File: config.mk
export PLATFORM = sky130hd
export DESIGN_NAME = col_gain_trim_ctrl
export DESIGN_NICKNAME = d
export VERILOG_FILES = /design/src/rtl/cal_pkg.sv /design/src/rtl/gain_trim_reg.sv /design/src/rtl/span_capture.sv /design/src/rtl/cal_sequencer.sv /design/src/rtl/col_gain_trim_ctrl.sv
export SDC_FILE = /design/constraint.sdc
export NUM_CORES = 1
export LEC_CHECK = 0
export BUFFER_PORTS_ARGS = -buffer_cell sky130_fd_sc_hd__clkbuf_2
export CORE_MARGIN = 4
export CORE_UTILIZATION = 45
export CTS_CLUSTER_DIAMETER = 150
export DETAILED_ROUTE_END_ITERATION = 7
export PLACE_DENSITY = 0.66
export RECOVER_POWER = 100
export SLEW_MARGIN = 10
export SYNTH_ARGS = -nofsm -noshare
export SYNTH_HDL_FRONTEND = slang
export SYNTH_SLANG_ARGS = --single-unit
File: constraint.sdc
create_clock -name clk -period 4.8 [get_ports clk]
set_input_delay 0.48 -clock clk [delete_from_list [all_inputs] [get_ports clk]]
set_output_delay 0.48 -clock clk [all_outputs]
set_load 0.02 [all_outputs]
File: src/rtl/cal_pkg.sv
// Shared types for the column calibration controller.
package cal_pkg;

    // Sequencer states.
    typedef enum logic [2:0] {
        ST_IDLE,
        ST_REQ_LO,
        ST_REQ_HI,
        ST_EVAL,
        ST_END
    } cal_state_e;

    // Direction of the last trim step.
    typedef enum logic [1:0] {
        DIR_NONE,
        DIR_UP,
        DIR_DN
    } step_dir_e;

endpackage

File: src/rtl/gain_trim_reg.sv
// Saturating trim register.
// Loads the default code on request and steps by one toward either end.
// A step past either rail is dropped.
// Assumes at most one of load/up/dn matters per cycle; load wins.
module gain_trim_reg #(
    parameter int TRIM_W       = 7,
    parameter int TRIM_DEFAULT = 64
) (
    input  logic              clk,
    input  logic              rst_n,
    input  logic              load,
    input  logic              step_up,
    input  logic              step_dn,
    output logic [TRIM_W-1:0] trim,
    output logic              at_max,
    output logic              at_min
);
    localparam logic [TRIM_W-1:0] DEF_CODE = TRIM_W'(TRIM_DEFAULT);
    localparam logic [TRIM_W-1:0] TOP_CODE = {TRIM_W{1'b1}};

    // Holds the trim code; the update is saturating.
    always_ff @(posedge clk) begin
        if (!rst_n)                          trim <= DEF_CODE;
        else if (load)                       trim <= DEF_CODE;
        else if (step_up && trim != TOP_CODE) trim <= trim + 1'b1;
        else if (step_dn && trim != '0)       trim <= trim - 1'b1;
    end

    // Rail flags for the sequencer.
    always_comb begin
        at_max = (trim == TOP_CODE);
        at_min = (trim == '0);
    end

    // Unit step only, so no wrap.
    assert_trim_unit_step_R4: assert property (@(posedge clk) disable iff (!rst_n)
        !load |=> (trim == $past(trim) || trim == $past(trim) + 1 || trim == $past(trim) - 1));

endmodule

File: src/rtl/span_capture.sv
// Stores the low-point and high-point codes and compares their difference
// with the ideal fine span.
// The difference is signed, so a high code below the low code reads as a short span.
module span_capture #(
    parameter int CODE_W     = 9,
    parameter int IDEAL_SPAN = 127
) (
    input  logic              clk,
    input  logic              rst_n,
    input  logic              cap_lo,
    input  logic              cap_hi,
    input  logic [CODE_W-1:0] code,
    output logic              below,
    output logic              above
);
    localparam int DIFF_W = CODE_W + 1;
    localparam logic signed [DIFF_W-1:0] IDEAL = DIFF_W'(IDEAL_SPAN);

    logic [CODE_W-1:0]        lo_q;
    logic [CODE_W-1:0]        hi_q;
    logic signed [DIFF_W-1:0] span;

    // Captures the two measurement codes.
    always_ff @(posedge clk) begin
        if (!rst_n) begin
            lo_q <= '0;
            hi_q <= '0;
        end else begin
            if (cap_lo) lo_q <= code;
            if (cap_hi) hi_q <= code;
        end
    end

    // Signed difference and comparison with the ideal span.
    always_comb begin
        span  = $signed({1'b0, hi_q}) - $signed({1'b0, lo_q});
        below = (span < IDEAL);
        above = (span > IDEAL);
    end

    // Only one point is measured at a time.
    assert_single_capture_R2: assert property (@(posedge clk) disable iff (!rst_n)
        !(cap_lo && cap_hi));

endmodule

File: src/rtl/cal_sequencer.sv
// Calibration sequencer.
// Orders the two conversions, evaluates the span and decides whether to
// step, finish or fail.
// Assumes the span compare inputs are valid in ST_EVAL.
module cal_sequencer
    import cal_pkg::*;
#(
    parameter int MAX_ITER = 128
) (
    input  logic clk,
    input  logic rst_n,
    input  logic start,
    input  logic conv_ready,
    input  logic below,
    input  logic above,
    input  logic at_max,
    input  logic at_min,
    output logic conv_req,
    output logic conv_point,
    output logic cap_lo,
    output logic cap_hi,
    output logic trim_load,
    output logic trim_up,
    output logic trim_dn,
    output logic done_o,
    output logic fail_o
);
    localparam int ITER_W = $clog2(MAX_ITER + 1);
    localparam logic [ITER_W-1:0] LAST_ITER = ITER_W'(MAX_ITER - 1);

    cal_state_e        state;
    step_dir_e         prev_dir;
    step_dir_e         want_dir;
    logic [ITER_W-1:0] iter_cnt;
    logic              launch, is_eval, reversed, blocked;
    logic              finish_ok, finish_bad, take_step;

    // Handshake and capture strobes.
    always_comb begin
        conv_req   = (state == ST_REQ_LO) || (state == ST_REQ_HI);
        conv_point = (state == ST_REQ_HI);
        cap_lo     = (state == ST_REQ_LO) && conv_ready;
        cap_hi     = (state == ST_REQ_HI) && conv_ready;
        launch     = start && ((state == ST_IDLE) || (state == ST_END));
        trim_load  = launch;
    end

    // Evaluation decision: match, reversal, budget, rail, then step.
    always_comb begin
        is_eval    = (state == ST_EVAL);
        want_dir   = below ? DIR_UP : DIR_DN;
        reversed   = (prev_dir != DIR_NONE) && (want_dir != prev_dir);
        blocked    = (want_dir == DIR_UP) ? at_max : at_min;
        finish_ok  = is_eval && ((!below && !above) || reversed);
        finish_bad = is_eval && !finish_ok && ((iter_cnt == LAST_ITER) || blocked);
        take_step  = is_eval && !finish_ok && !finish_bad;
        trim_up    = take_step && (want_dir == DIR_UP);
        trim_dn    = take_step && (want_dir == DIR_DN);
    end

    // State, iteration count, last direction and result flags.
    always_ff @(posedge clk) begin
        if (!rst_n) begin
            state    <= ST_IDLE;
            prev_dir <= DIR_NONE;
            iter_cnt <= '0;
            done_o   <= 1'b0;
            fail_o   <= 1'b0;
        end else begin
            unique case (state)
                ST_IDLE, ST_END: if (launch) begin
                    state    <= ST_REQ_LO;
                    prev_dir <= DIR_NONE;
                    iter_cnt <= '0;
                    done_o   <= 1'b0;
                    fail_o   <= 1'b0;
                end
                ST_REQ_LO: if (conv_ready) state <= ST_REQ_HI;
                ST_REQ_HI: if (conv_ready) state <= ST_EVAL;
                ST_EVAL: begin
                    if (take_step) begin
                        state    <= ST_REQ_LO;
                        prev_dir <= want_dir;
                        iter_cnt <= iter_cnt + 1'b1;
                    end else begin
                        state  <= ST_END;
                        done_o <= finish_ok;
                        fail_o <= finish_bad;
                    end
                end
                default: state <= ST_IDLE;
            endcase
        end
    end

    // Request and point held until accepted.
    assert_req_held_R2: assert property (@(posedge clk) disable iff (!rst_n)
        (conv_req && !conv_ready) |=> (conv_req && $stable(conv_point)));

    // Quiet after a result.
    assert_quiet_after_end_R8: assert property (@(posedge clk) disable iff (!rst_n)
        (done_o || fail_o) |-> !conv_req);

    // Flags exclusive.
    assert_flags_exclusive_R8: assert property (@(posedge clk) disable iff (!rst_n)
        !(done_o && fail_o));

    // Budget never exceeded.
    assert_iter_bound_R7: assert property (@(posedge clk) disable iff (!rst_n)
        iter_cnt < ITER_W'(MAX_ITER));

endmodule

File: src/rtl/col_gain_trim_ctrl.sv
// Column slope-ratio calibration controller top.
// Ties the sequencer, the span capture and the trim register together.
// Assumes the converter holds conv_code valid while conv_ready is high.
module col_gain_trim_ctrl #(
    parameter int TRIM_W       = 7,
    parameter int CODE_W       = 9,
    parameter int IDEAL_SPAN   = 127,
    parameter int TRIM_DEFAULT = 64,
    parameter int MAX_ITER     = 128
) (
    input  logic              clk,
    input  logic              rst_n,
    input  logic              cal_start,
    output logic              conv_req,
    output logic              conv_point,
    input  logic              conv_ready,
    input  logic [CODE_W-1:0] conv_code,
    output logic [TRIM_W-1:0] trim_code,
    output logic              cal_done,
    output logic              cal_fail
);
    logic cap_lo, cap_hi, below, above;
    logic trim_load, trim_up, trim_dn, at_max, at_min;

    cal_sequencer #(.MAX_ITER(MAX_ITER)) u_seq (
        .clk       (clk),
        .rst_n     (rst_n),
        .start     (cal_start),
        .conv_ready(conv_ready),
        .below     (below),
        .above     (above),
        .at_max    (at_max),
        .at_min    (at_min),
        .conv_req  (conv_req),
        .conv_point(conv_point),
        .cap_lo    (cap_lo),
        .cap_hi    (cap_hi),
        .trim_load (trim_load),
        .trim_up   (trim_up),
        .trim_dn   (trim_dn),
        .done_o    (cal_done),
        .fail_o    (cal_fail)
    );

    span_capture #(.CODE_W(CODE_W), .IDEAL_SPAN(IDEAL_SPAN)) u_span (
        .clk   (clk),
        .rst_n (rst_n),
        .cap_lo(cap_lo),
        .cap_hi(cap_hi),
        .code  (conv_code),
        .below (below),
        .above (above)
    );

    gain_trim_reg #(.TRIM_W(TRIM_W), .TRIM_DEFAULT(TRIM_DEFAULT)) u_trim (
        .clk    (clk),
        .rst_n  (rst_n),
        .load   (trim_load),
        .step_up(trim_up),
        .step_dn(trim_dn),
        .trim   (trim_code),
        .at_max (at_max),
        .at_min (at_min)
    );

endmodule

# Word-level counts from Yosys, hierarchy flattened
# Cells that the tools add are included.
# op_classes
n_eq_ne	15
n_bitwise	1
n_addsub	4
reduce_logical	32
muxes	20
magnitude_cmp	2
# ops
operator	count
$mux W8	2
$pmux W8 S2	1
$mux W7	2
$logic_and A1 B1 Y1	13
$mux W3	4
$pmux W3 S4	1
$gt A10 B8 Y1 const B	1
$lt A10 B8 Y1 const B	1
$sub A9 B9 Y10	1
$reduce_and A3 Y1	3
$add A8 B1 Y8 const B	1
$eq A8 B7 Y1 const B	1
$ne A2 B2 Y1 const B	4
$add A7 B1 Y7 const B	1
$eq A7 B7 Y1 const B	1
$logic_not A7 Y1	1
$ne A7 B7 Y1 const B	1
$reduce_bool A7 Y1	1
$sub A7 B1 Y7 const B	1
$eq A3 B2 Y1 const B	2
$mux W2	3
$reduce_bool A2 Y1	3
$logic_not A1 Y1	4
$logic_or A1 B1 Y1	4
other kinds (12)	17
# totals
inputBits	13
reg_bits	40

# Longest topological paths before layout
# Gate-level depths: netlist (run 1).
# logic_depth
word_depth	16
mapped_depth	19
depth_no_buf	19

# Cells and area by module
# A second synthesis (run 1) with hierarchy kept.
# hier_totals
cells_unflattened	271
area_unflattened_um2	2472.4
# by_module_without_submodules
mod	cells_each	area_per_inst_um2	n_inst
span_capture	116	1078.5	1
cal_sequencer	97	857.1	1
gain_trim_reg	58	536.8	1

# Least setup slack after synthesis (run 1)
# OpenSTA, ideal clock, no wires.
# synth_timing
path_type	register -> register
startpoint	register u_span.hi_q[0]
endpoint	register u_trim.trim[6]
path_slack_ps	873
path_stages_with_launch	20
required_time_ps	4736
arrival_time_ps	3863
setup_ps	64
cell_sequence	dfxtp_1 > inv_1 > ha_1 > fa_1 > nand2b_1 > a21oi_2 > a311oi_1 > xnor2_1 > o31a_4 > nor2_1 > nand4_1 > fa_1 > a21oi_1 > nor2_1 > nor2_1 > o21bai_1 > a21oi_1 > xnor2_1 > or3_1 > nand4_1
# synth_between
elab_chain_len	15
elab_cells_between_ends	26
# synth_rtl
element	line	rtl
start, declared	span_capture.sv:20	logic [CODE_W-1:0] hi_q;
start signal, assigned	span_capture.sv:30	if (cap_hi) hi_q <= code;
$sub A9 B9 Y10 *	span_capture.sv:36	span = $signed({1'b0, hi_q}) - $signed({1'b0, lo_q});
$lt A10 B8 Y1	span_capture.sv:37	below = (span < IDEAL);
$mux W2	cal_sequencer.sv:51	want_dir = below ? DIR_UP : DIR_DN;
$ne A2 B2 Y1	cal_sequencer.sv:52	reversed = (prev_dir != DIR_NONE) && (want_dir != prev_dir);
$logic_and A1 B1 Y1	cal_sequencer.sv:52	
$logic_or A1 B1 Y1	cal_sequencer.sv:54	finish_ok = is_eval && ((!below && !above) || reversed);
$logic_and A1 B1 Y1	cal_sequencer.sv:54	
$logic_not A1 Y1	cal_sequencer.sv:55, cal_sequencer.sv:56	
$logic_and A1 B1 Y1	cal_sequencer.sv:55, cal_sequencer.sv:56	
$logic_and A1 B1 Y1	cal_sequencer.sv:55	finish_bad = is_eval && !finish_ok && ((iter_cnt == LAST_ITER) || blocked);
$logic_not A1 Y1	cal_sequencer.sv:56	take_step = is_eval && !finish_ok && !finish_bad;
$logic_and A1 B1 Y1	cal_sequencer.sv:56	
$logic_and A1 B1 Y1 (on tied branches)	cal_sequencer.sv:57, cal_sequencer.sv:58	
$logic_and A1 B1 Y1 (on tied branches)	gain_trim_reg.sv:25, gain_trim_reg.sv:26	
$mux W7 / $reduce_bool A2 Y1 (equally long branches)	-	
end signal, assigned	gain_trim_reg.sv:25	else if (step_up && trim != TOP_CODE) trim <= trim + 1'b1;
end signal, assigned	gain_trim_reg.sv:26	else if (step_dn && trim != '0) trim <= trim - 1'b1;
end, declared	gain_trim_reg.sv:14	output logic [TRIM_W-1:0] trim,
# Mark *: on every way between the ends. The rest lies on a longest branch, timed or not.
# A chain may end at the register's enable or synchronous reset.

# Worst setup path after layout (run 1)
# Ends and elaborated chain as after synthesis.

==> metrics.md, run 1 <==
| Metric | Value |
|---|---|
| Status | `complete, but fails checks` |
| Failing checks | `capacitance limit` |
| CTS Buffer Depth | `2` |
| Final Cycle Share | `93.1%` |
| Arr. time, crit path | `4700 ps` |
| Synth warnings | `0` |
| Tightest Hold Check Type | `in -> reg` |
| CP max stage delay | `540 ps` |
| Antenna viol nets, final | `0` |
| Slew margin rel. | `0.597%` |
| CTS tree | `done` |
| Dominant synthesized flop cell | `dfxtp_1` |
| Drt pass-1 iters | `4` |
| Area growth, synth to finish | `9.91%` |
| Leak | `1.02 nW` |
| Clock slew seen by the registers of the worst setup and hold paths | `80 ps` |
| Worst setup path category | `reg -> reg` |
| Die Footprint | `6530 um2` |
| Worst setup margin | `334 ps` |
| Top-area cell type share of the netlist area | `33.5%` |
| Final cell count without fillers | `383` |
| Synth area leaders | `dfxtp_1, ha_1, nand2_1` |
| Multi-input gate area | `1470 um2` |
| WL/cell | `13.2 um` |
| Die Width | `80.8 um` |
| WP data required | `5030 ps` |
| Top delay family on crit path | `simple AND/OR/NAND/NOR gates` |
| Tmin final | `4470 ps` |
| GRT Util Overall | `16.9%` |
| Largest area contributor in the netlist | `dfxtp_1` |
| Buffers on Ports | `23` |
| WL final | `5040 um` |
| Ys async rst share | `0%` |
| Mapped Area | `2390 um2` |
| Avg Inst Size Synth | `8.29 um2` |
| Synthesized instance count | `288` |
| Highest-count cells in the layout ignoring fill and taps | `nand2_1, dfxtp_1, nor2_1` |
| Remaining global-route overflow | `0` |
| Hold-fix buffers, CTS | `0` |
| HPWL after detailed placement | `3800 um` |
| Worst Setup End Kind | `register` |
| Slowest CP cell | `fa_1` |
| Hold violation count in the final report | `0` |
| Root buffer cell | `clkbuf_8` |
| Number of global-route vias before repair | `1946` |
| Post-CTS Resized | `0` |
| Die height | `80.8 um` |
| Cell Chain, Critical Path | `inv_1, ha_1, fa_1, nand2b_1, a21oi_1, a311oi_1, xnor2_1, o31a_4, nor2_1, nand4_1, fa_1, a21oi_1, nor2_1, nor2_1, o21bai_1, a21oi_1, xnor2_1, or3_1, nand4_1` |
| Initial antenna violation count | `0` |
| Final setup fails | `0` |
| Site Rows | `26` |
| Critical path peak fanout | `7` |
| Sequential share of the synthesized area | `33.5%` |
| Total CTS buffers | `5` |
| #FFs+latches synth | `40` |
| Layout Nets | `342` |
| Maxcap violations | `1` |
| GP Congestion | `0.858` |
| Post-DP Area | `2570 um2` |
| IO Count | `24` |
| Post-synth EDFFs | `0` |
| Core region area | `5140 um2` |
| Initial drt markers | `85` |
| DRC errors left | `0` |
| Layout cells sized above 1 | `9.27%` |
| Final Cell Area | `2620 um2` |
| Most common cell after layout, fill and taps aside | `nand2_1` |
| Register Area | `801 um2` |
| Routed vias | `2041` |
| Synth cell types | `47` |
| First-pass GRT wire length | `8890 um` |
| Largest net degree at the start of global routing | `31` |
| RSZ-0062 raised after global routing | `false` |
| N_diodes | `0` |
| Max Slew Vio Count | `0` |
| CP startpoint kind | `register` |
| Clk_lat worst skew | `290 ps` |
| DP Worst Slack | `430 ps` |
| Fillers | `568` |
| Least-Margin Pin Slew | `1470 ps` |
| Total clock sinks | `40` |
| Buffers & Inverters on Critical Path | `1` |
| Synthesized Nets | `318` |
| Setup TNS Final | `0 ps` |
| Setup Fix Bufs, Post-CTS | `0` |
| Placed insts | `375` |
| Worst VDD drop | `0.175 mV` |
| Avg Vias per Cell | `5.33` |
| CTS H-tree lvls | `2` |
| Max Clock Freq | `224 MHz` |
| Layout Skew | `4.04 ps` |
| Initial Util | `46.4%` |
| Cell Pwr Density | `319 nW/um2` |
| Worst hold margin | `423 ps` |
power breakdown:
group | total [mW] | internal, mW | switching, mW | leakage (nW)
Clock | 0.275 | 0.154 | 0.121 | 0.0552
Sequential | 0.354 | 0.343 | 0.0104 | 0.324
Combinational | 0.209 | 0.0872 | 0.122 | 0.643
per-stage QoR:
stage	utilization, %	power, mW
after floorplan	-	0.543
after global placement	50.0	0.587
after detailed placement	50.0	0.591
after CTS	52.0	0.865
after global routing	51.0	0.886
final	51.0	0.838
worst paths after layout:
path	start	to	slack, ps	cells past startpoint
worst max-delay path	u_span.hi_q[0]$_SDFFE_PN0P_	u_trim.trim[6]$_SDFFE_PP1P_	330	19
worst min-delay path	conv_code[4]	u_span.hi_q[4]$_SDFFE_PN0P_	420	3
worst max register to register	u_span.hi_q[0]$_SDFFE_PN0P_	u_trim.trim[6]$_SDFFE_PP1P_	330	19
worst min register to register	u_span.lo_q[2]$_SDFFE_PN0P_	u_span.lo_q[2]$_SDFFE_PN0P_	470	2
synthesized netlist by cell type (4+ instances only):
cell type	instances
dfxtp_1	40
nand4_1	9
nand2_1	46
nand3_1	9
ha_1	15
a21boi_0	20
nor2_1	24
inv_1	15
a21oi_1	16
nor2b_1	4
mux2i_1	5
xnor2_1	7
nand2b_1	5
clkbuf_1	6
xor2_1	9
o21ai_0	14
metal layers:
layer  up-vias  part of all wire (%)  track usage, %
met5         -                     0               0
met4         0                   1.4            5.41
met3         7                   3.9            2.88
met2        41                    44            26.4
met1       932                    50            23.6
li1       1061                     -               -
cell families (layout without fill, tap and decap cells):
family / after synthesis / after routing / synth area share (%)
adder cells (fa/ha/maj): 17 / 17 / 9.54
multiplexers: 6 / 6 / 2.57
XOR/XNOR: 16 / 16 / 5.87
buffers and inverters: 21 / 46 / 3.30
AND/OR/NAND/NOR: 117 / 117 / 23.3
AO/OA/AOI/OAI: 71 / 71 / 21.9
flip-flops: 40 / 40 / 33.5
worst min-delay path, delay by kind of cell:
family | cells | cell delay, ps
and+or+nand+nor | 1 | 40
buffers and inverters | 1 | 90
AOI/OAI and AO/OA | 1 | 60
state kept, by name, summed over array words and instances (netlist names):
signal and flops:
u_span.hi_q 9, u_span.lo_q 9, u_seq.iter_cnt 8, u_trim.trim 7, u_seq.state 3, u_seq.prev_dir 2
u_seq.done_o 1, u_seq.fail_o 1
cell type report:
class,count,area share [%]
clock inverters,2,1.34
multi-input cells,227,56.0
repair buffers,23,3.86
inverters,15,2.15
well taps,70,3.34
flip-flops and latches,40,30.5
clock buffers,6,2.77
Power figures use the tool's default switching activity.
==> run 2: changes to the inputs <==
CTS_BUF_LIST = sky130_fd_sc_hd__clkbuf_4   (was default)
SLEW_MARGIN = 20   (was 10)
==> metrics.md, run 2 (synthesized netlist as in run 1, its figures left out) <==
| Metric | Value |
|---|---|
| Critical path peak fanout | `7 (unchanged)` |
| Core region area | `5140 um2 (unchanged)` |
| Total clock sinks | `40 (unchanged)` |
| Post-DP Area | `2570 um2 (unchanged)` |
| Layout cells sized above 1 | `9.58% (+0.32 points)` |
| Final core occ | `50.5% (-0.54 points)` |
| Area growth, synth to finish | `8.75%` |
| Hold-fix buffers, CTS | `0 (unchanged)` |
| Part of the power in registers | `44.7% (+2.5 points)` |
| WP data required | `5090 ps (+60 ps)` |
| Tmin final | `4430 ps (-36.2 ps)` |
| Antenna viol nets, final | `0 (unchanged)` |
| Root buffer cell | `clkbuf_4` |
| HPWL after detailed placement | `3800 um (unchanged)` |
| Clock slew seen by the registers of the worst setup and hold paths | `120 ps (+40 ps)` |
| Combinational power share | `26.3% (+1.4 points)` |
| Post-layout power | `0.792 mW (-5.4%)` |
| Register Area | `801 um2 (unchanged)` |
| Hold violation count in the final report | `0 (unchanged)` |
| Final setup fails | `0 (unchanged)` |
| Worst-case reg-to-reg path depth | `19 (unchanged)` |
| Number of global-route vias before repair | `1956 (+0.51%)` |
| CP startpoint kind | `register` |
| Initial drt markers | `87 (+2.4%)` |
| Worst Setup End Kind | `register` |
| First-pass GRT wire length | `8910 um (+0.22%)` |
| Least-Margin Pin Slew | `1510 ps (+32.7 ps)` |
| Die Footprint | `6530 um2 (unchanged)` |
| Final Cell Area | `2600 um2 (-1.0%)` |
| Leak | `1.01 nW (-0.93%)` |
| Site Rows | `26 (unchanged)` |
| CTS H-tree lvls | `2 (unchanged)` |
| Layout Skew | `7.43 ps (+3.39 ps)` |
| Post-CTS Resized | `0 (unchanged)` |
| Layout Nets | `342 (unchanged)` |
| RSZ-0062 raised after global routing | `false` |
| Largest net degree at the start of global routing | `31 (unchanged)` |
| Worst VDD drop | `0.167 mV (-4.9%)` |
| Tightest Hold Check Type | `in -> reg` |
| Sw frac | `31.1% (+0.94 points)` |
| Slew margin rel. | `-1.61% (-2.2 points)` |
| Remaining global-route overflow | `0 (unchanged)` |
| GP Congestion | `0.858 (unchanged)` |
| Die Width | `80.8 um (unchanged)` |
| Worst setup path category | `reg -> reg` |
| Buffers on Ports | `23 (unchanged)` |
| Max Clock Freq | `226 MHz (+0.82%)` |
| Status | `complete, but fails checks` |
| WL final | `5040 um (about the same)` |
| Worst hold path depth | `3 (unchanged)` |
| Internal power | `0.546 mW (-6.7%)` |
| Cell Pwr Density | `305 nW/um2 (-4.4%)` |
| Failing checks | `capacitance limit, slew limit` |
| Initial Util | `46.4% (unchanged)` |
| Drt pass-1 iters | `4 (unchanged)` |
| Arr. time, crit path | `4720 ps (+20 ps)` |
| Multi-input gate area | `1470 um2 (unchanged)` |
| Maxcap violations | `1 (unchanged)` |
| GRT Util Overall | `17.0% (+0.097 points)` |
| Largest registers | `u_span.hi_q x9, u_span.lo_q x9, u_seq.iter_cnt x8` |
| IO Count | `24 (unchanged)` |
| CTS tree | `done` |
| Highest-count cells in the layout ignoring fill and taps | `nand2_1, dfxtp_1, nor2_1` |
| Setup TNS Final | `0 ps (unchanged)` |
| FF-to-FF setup slack | `370 ps (+40 ps)` |
| Clock power frac | `29.0% (-3.9 points)` |
| N_diodes | `0 (unchanged)` |
| Avg Vias per Cell | `5.31 (-0.44%)` |
| WL/cell | `13.2 um (about the same)` |
| Clk_lat worst skew | `350 ps (+60 ps)` |
| Final Cycle Share | `92.3% (-0.75 points)` |
| CTS Buffer Depth | `2 (unchanged)` |
| Total CTS buffers | `5 (unchanged)` |
| Die height | `80.8 um (unchanged)` |
| Most common cell after layout, fill and taps aside | `nand2_1` |
| Fillers | `571 (+0.53%)` |
| P_sw | `0.247 mW (-2.5%)` |
| Setup Fix Bufs, Post-CTS | `0 (unchanged)` |
| Initial antenna violation count | `0 (unchanged)` |
| Routed vias | `2032 (-0.44%)` |
| Max Slew Vio Count | `8 (+8)` |
| DRC errors left | `0 (unchanged)` |
-- run 2: layout make-up --
type	instances	share of cell area [%]
tap	70	3.37
clock inverter	2	1.35
inverter	15	2.17
multi-input combinational	227	56.6
sequential	40	30.8
clock buffer	6	1.73
timing repair buffer	23	3.90
-- run 2: worst paths after layout --
path	endpoint	startpoint
worst max register to register	u_trim.trim[6]$_SDFFE_PP1P_	u_span.hi_q[0]$_SDFFE_PN0P_
worst min-delay path	u_span.hi_q[4]$_SDFFE_PN0P_	conv_code[4]
worst min register to register	u_span.lo_q[2]$_SDFFE_PN0P_	u_span.lo_q[2]$_SDFFE_PN0P_
worst max-delay path	u_trim.trim[6]$_SDFFE_PP1P_	u_span.hi_q[0]$_SDFFE_PN0P_
-- run 2: power groups by stage --
stage / Clock [mW] / Combinational, mW / Sequential [mW]
floorplan: 0 / 0.182 / 0.362
CTS: 0.235 / 0.229 / 0.355
global route: 0.249 / 0.235 / 0.356
global placement: 0 / 0.224 / 0.362
finish: 0.230 / 0.208 / 0.354
detailed placement: 0 / 0.228 / 0.363
-- run 2: routing by layer --
metal | up-vias | global-route usage, % | share of wire, %
li1 | 1060 | - | -
met1 | 924 | 23.3 | 49
met2 | 41 | 26.9 | 44
met3 | 7 | 3.55 | 5.0
met4 | 0 | 4.90 | 1.2
met5 | - | 0 | 0
-- run 2: critical path, stage by stage (launching register included) --
cell and delay, ps:
dfxtp_1 340, inv_1 40, ha_1 240, fa_1 410, nand2b_1 160, a21oi_1 220, a311oi_1 150, xnor2_1 180
o31a_4 400, nor2_1 200, nand4_1 350, fa_1 540, a21oi_1 140, nor2_1 50, nor2_1 180, o21bai_1 100
a21oi_1 180, xnor2_1 100, or3_1 310, nand4_1 90
-- run 2: metrics by stage --
| stage | std cells | hold slack (ps) | worst slack (ps) |
|---|---|---|---|
| 2_1_floorplan | 288 | 443 | 873 |
| 3_3_place_gp | 375 | 454 | 606 |
| 3_5_place_dp | 375 | 462 | 430 |
| 4_1_cts | 383 | 347 | 380 |
| 5_1_grt | 383 | 348 | 49.3 |
| 6_report | 383 | 355 | 370 |
==> run 3: changes to the inputs <==
CORE_ASPECT_RATIO = 0.75   (was default)
CORE_UTILIZATION = 61   (was 45)
PLACE_DENSITY = 0.84   (was 0.66)
==> metrics.md, run 3 (synthesized netlist as in run 1, its figures left out) <==
| Metric | Value |
|---|---|
| Worst VDD drop | `0.217 mV (+30%)` |
| Hold violation count in the final report | `0 (unchanged)` |
| Cell Pwr Density | `304 nW/um2 (-0.31%)` |
| GR Layer Usage met1 | `33.1% (+9.8 points)` |
| Clock slew seen by the registers of the worst setup and hold paths | `120 ps (about the same)` |
| Arr. time, crit path | `4660 ps (-60 ps)` |
| CP startpoint kind | `register` |
| Layout cells sized above 1 | `9.90% (+0.32 points)` |
| Clk_lat worst skew | `340 ps (about the same)` |
| Initial Util | `64.4% (+18 points)` |
| Least-Margin Pin Slew | `1420 ps (-85.6 ps)` |
| Maxcap violations | `0 (-1)` |
| Worst setup path category | `reg -> reg` |
| Layout Skew | `6.51 ps (-0.919 ps)` |
| N_diodes | `0 (unchanged)` |
| IO Count | `24 (unchanged)` |
| Clock power frac | `28.1% (-0.9 points)` |
| Avg Vias per Cell | `5.64 (+6.2%)` |
| GP Congestion | `0.949 (+11%)` |
| HPWL after detailed placement | `3750 um (-1.3%)` |
| Top Usage Layer GRT | `met1` |
| Part of the power in registers | `45.2% (+0.5 points)` |
| Internal power | `0.540 mW (-1.0%)` |
| Hold-fix buffers, CTS | `0 (unchanged)` |
| WL final | `5030 um (-0.30%)` |
| CTS tree | `done` |
| Post-CTS Resized | `0 (unchanged)` |
| Total CTS buffers | `5 (unchanged)` |
| Die Footprint | `4990 um2 (-24%)` |
| Die height | `62.2 um (-23%)` |
| Max Clock Freq | `228 MHz (+1.1%)` |
| GR Layer Usage met3 | `4.77% (+1.2 points)` |
| WP data required | `5080 ps (about the same)` |
| GRT Util Overall | `21.8% (+4.8 points)` |
| Final core occ | `69.5% (+19 points)` |
| Initial antenna violation count | `0 (unchanged)` |
| Slew margin rel. | `4.17% (+5.8 points)` |
| CTS Buffer Depth | `2 (unchanged)` |
| Remaining global-route overflow | `0 (unchanged)` |
| GRT met2 Usage | `30.5% (+3.5 points)` |
| Largest registers | `u_span.hi_q x9, u_span.lo_q x9, u_seq.iter_cnt x8` |
| Worst Setup End Kind | `register` |
| Critical path peak fanout | `7 (unchanged)` |
| WL/cell | `13.8 um (+4.6%)` |
| Max Slew Vio Count | `0 (-8)` |
| Routed vias | `2057 (+1.2%)` |
| RSZ-0062 raised after global routing | `false` |
| Initial drt markers | `132 (+52%)` |
| CTS H-tree lvls | `2 (unchanged)` |
| Core region area | `3710 um2 (-28%)` |
| Area growth, synth to finish | `7.97%` |
| Sw frac | `31.1% (about the same)` |
| Tmin final | `4380 ps (-46.6 ps)` |
| Tightest Hold Check Type | `in -> reg` |
| Final Cycle Share | `91.3% (-0.97 points)` |
| Number of global-route vias before repair | `1933 (-1.2%)` |
| Combinational power share | `26.7% (+0.4 points)` |
| Antenna viol nets, final | `0 (unchanged)` |
| P_sw | `0.244 mW (-0.98%)` |
| Root buffer cell | `clkbuf_4` |
| Layout Nets | `342 (unchanged)` |
| Final setup fails | `0 (unchanged)` |
| DRC errors left | `0 (unchanged)` |
| Setup TNS Final | `0 ps (unchanged)` |
| Status | `complete, no violations` |
| Drt pass-1 iters | `4 (unchanged)` |
| First-pass GRT wire length | `8790 um (-1.4%)` |
| Buffers on Ports | `23 (unchanged)` |
| Highest-count cells in the layout ignoring fill and taps | `nand2_1, dfxtp_1, nor2_1` |
| Largest net degree at the start of global routing | `31 (unchanged)` |
| Total clock sinks | `40 (unchanged)` |
| Site Rows | `19 (-27%)` |
| Most common cell after layout, fill and taps aside | `nand2_1` |
| Setup Fix Bufs, Post-CTS | `0 (unchanged)` |
| Die Width | `80.2 um (-0.74%)` |
| Leak | `1.01 nW (-0.35%)` |
==> run 3: worst paths after layout <==
kind,startpoint,endpoint,slack (ps),cells after the start
max,u_span.hi_q[0]$_SDFFE_PN0P_,u_trim.trim[6]$_SDFFE_PP1P_,420,19
min,conv_code[3],u_span.lo_q[3]$_SDFFE_PN0P_,370,3
max reg2reg,u_span.hi_q[0]$_SDFFE_PN0P_,u_trim.trim[6]$_SDFFE_PP1P_,420,19
min reg2reg,u_span.lo_q[3]$_SDFFE_PN0P_,u_span.lo_q[3]$_SDFFE_PN0P_,480,2
==> run 3: metrics by stage <==
stage | std cells | setup slack (ps) | area, um2 | hold WS, ps | power, mW
2_1_floorplan | 288 | 873 | 2390 | 443 | 0.543
3_3_place_gp | 357 | 667 | 2540 | 455 | 0.583
3_5_place_dp | 357 | 449 | 2540 | 462 | 0.589
4_1_cts | 365 | 411 | 2630 | 354 | 0.811
5_1_grt | 365 | 41.1 | 2580 | 351 | 0.836
6_report | 365 | 416 | 2580 | 370 | 0.784
==> run 3: power by group through the flow <==
stage	Sequential, mW	Clock [mW]	Combinational (mW)
after detailed placement	0.363	0	0.226
after global placement	0.362	0	0.221
final	0.354	0.221	0.210
after floorplan	0.362	0	0.182
after CTS	0.355	0.229	0.227
after global routing	0.356	0.247	0.233
==> run 3: final cells by class <==
class / instances / area (um2)
Fill cell: 339 / 1130
Inverter: 15 / 56.3
Clock inverter: 3 / 42.5
Multi-Input combinational cell: 227 / 1470
Sequential cell: 40 / 801
Timing Repair Buffer: 23 / 101
Tap cell: 52 / 65.1
Clock buffer: 5 / 37.5
==> run 3: layer usage <==
layer  wire length, um  vias up
met5                 0        -
met4                50        0
met3               229        6
met2              2080       37
met1              2670      951
li1                  -     1063
==> run 3: critical path, stage by stage (launching register included) <==
cell	delay, ps
dfxtp_1	350
inv_1	40
ha_1	240
fa_1	410
nand2b_1	170
a21oi_2	180
a311oi_1	130
xnor2_1	180
o31a_4	400
nor2_1	180
nand4_1	350
fa_1	540
a21oi_1	150
nor2_1	50
nor2_1	170
o21bai_1	80
a21oi_1	180
xnor2_1	90
or3_1	310
nand4_1	100
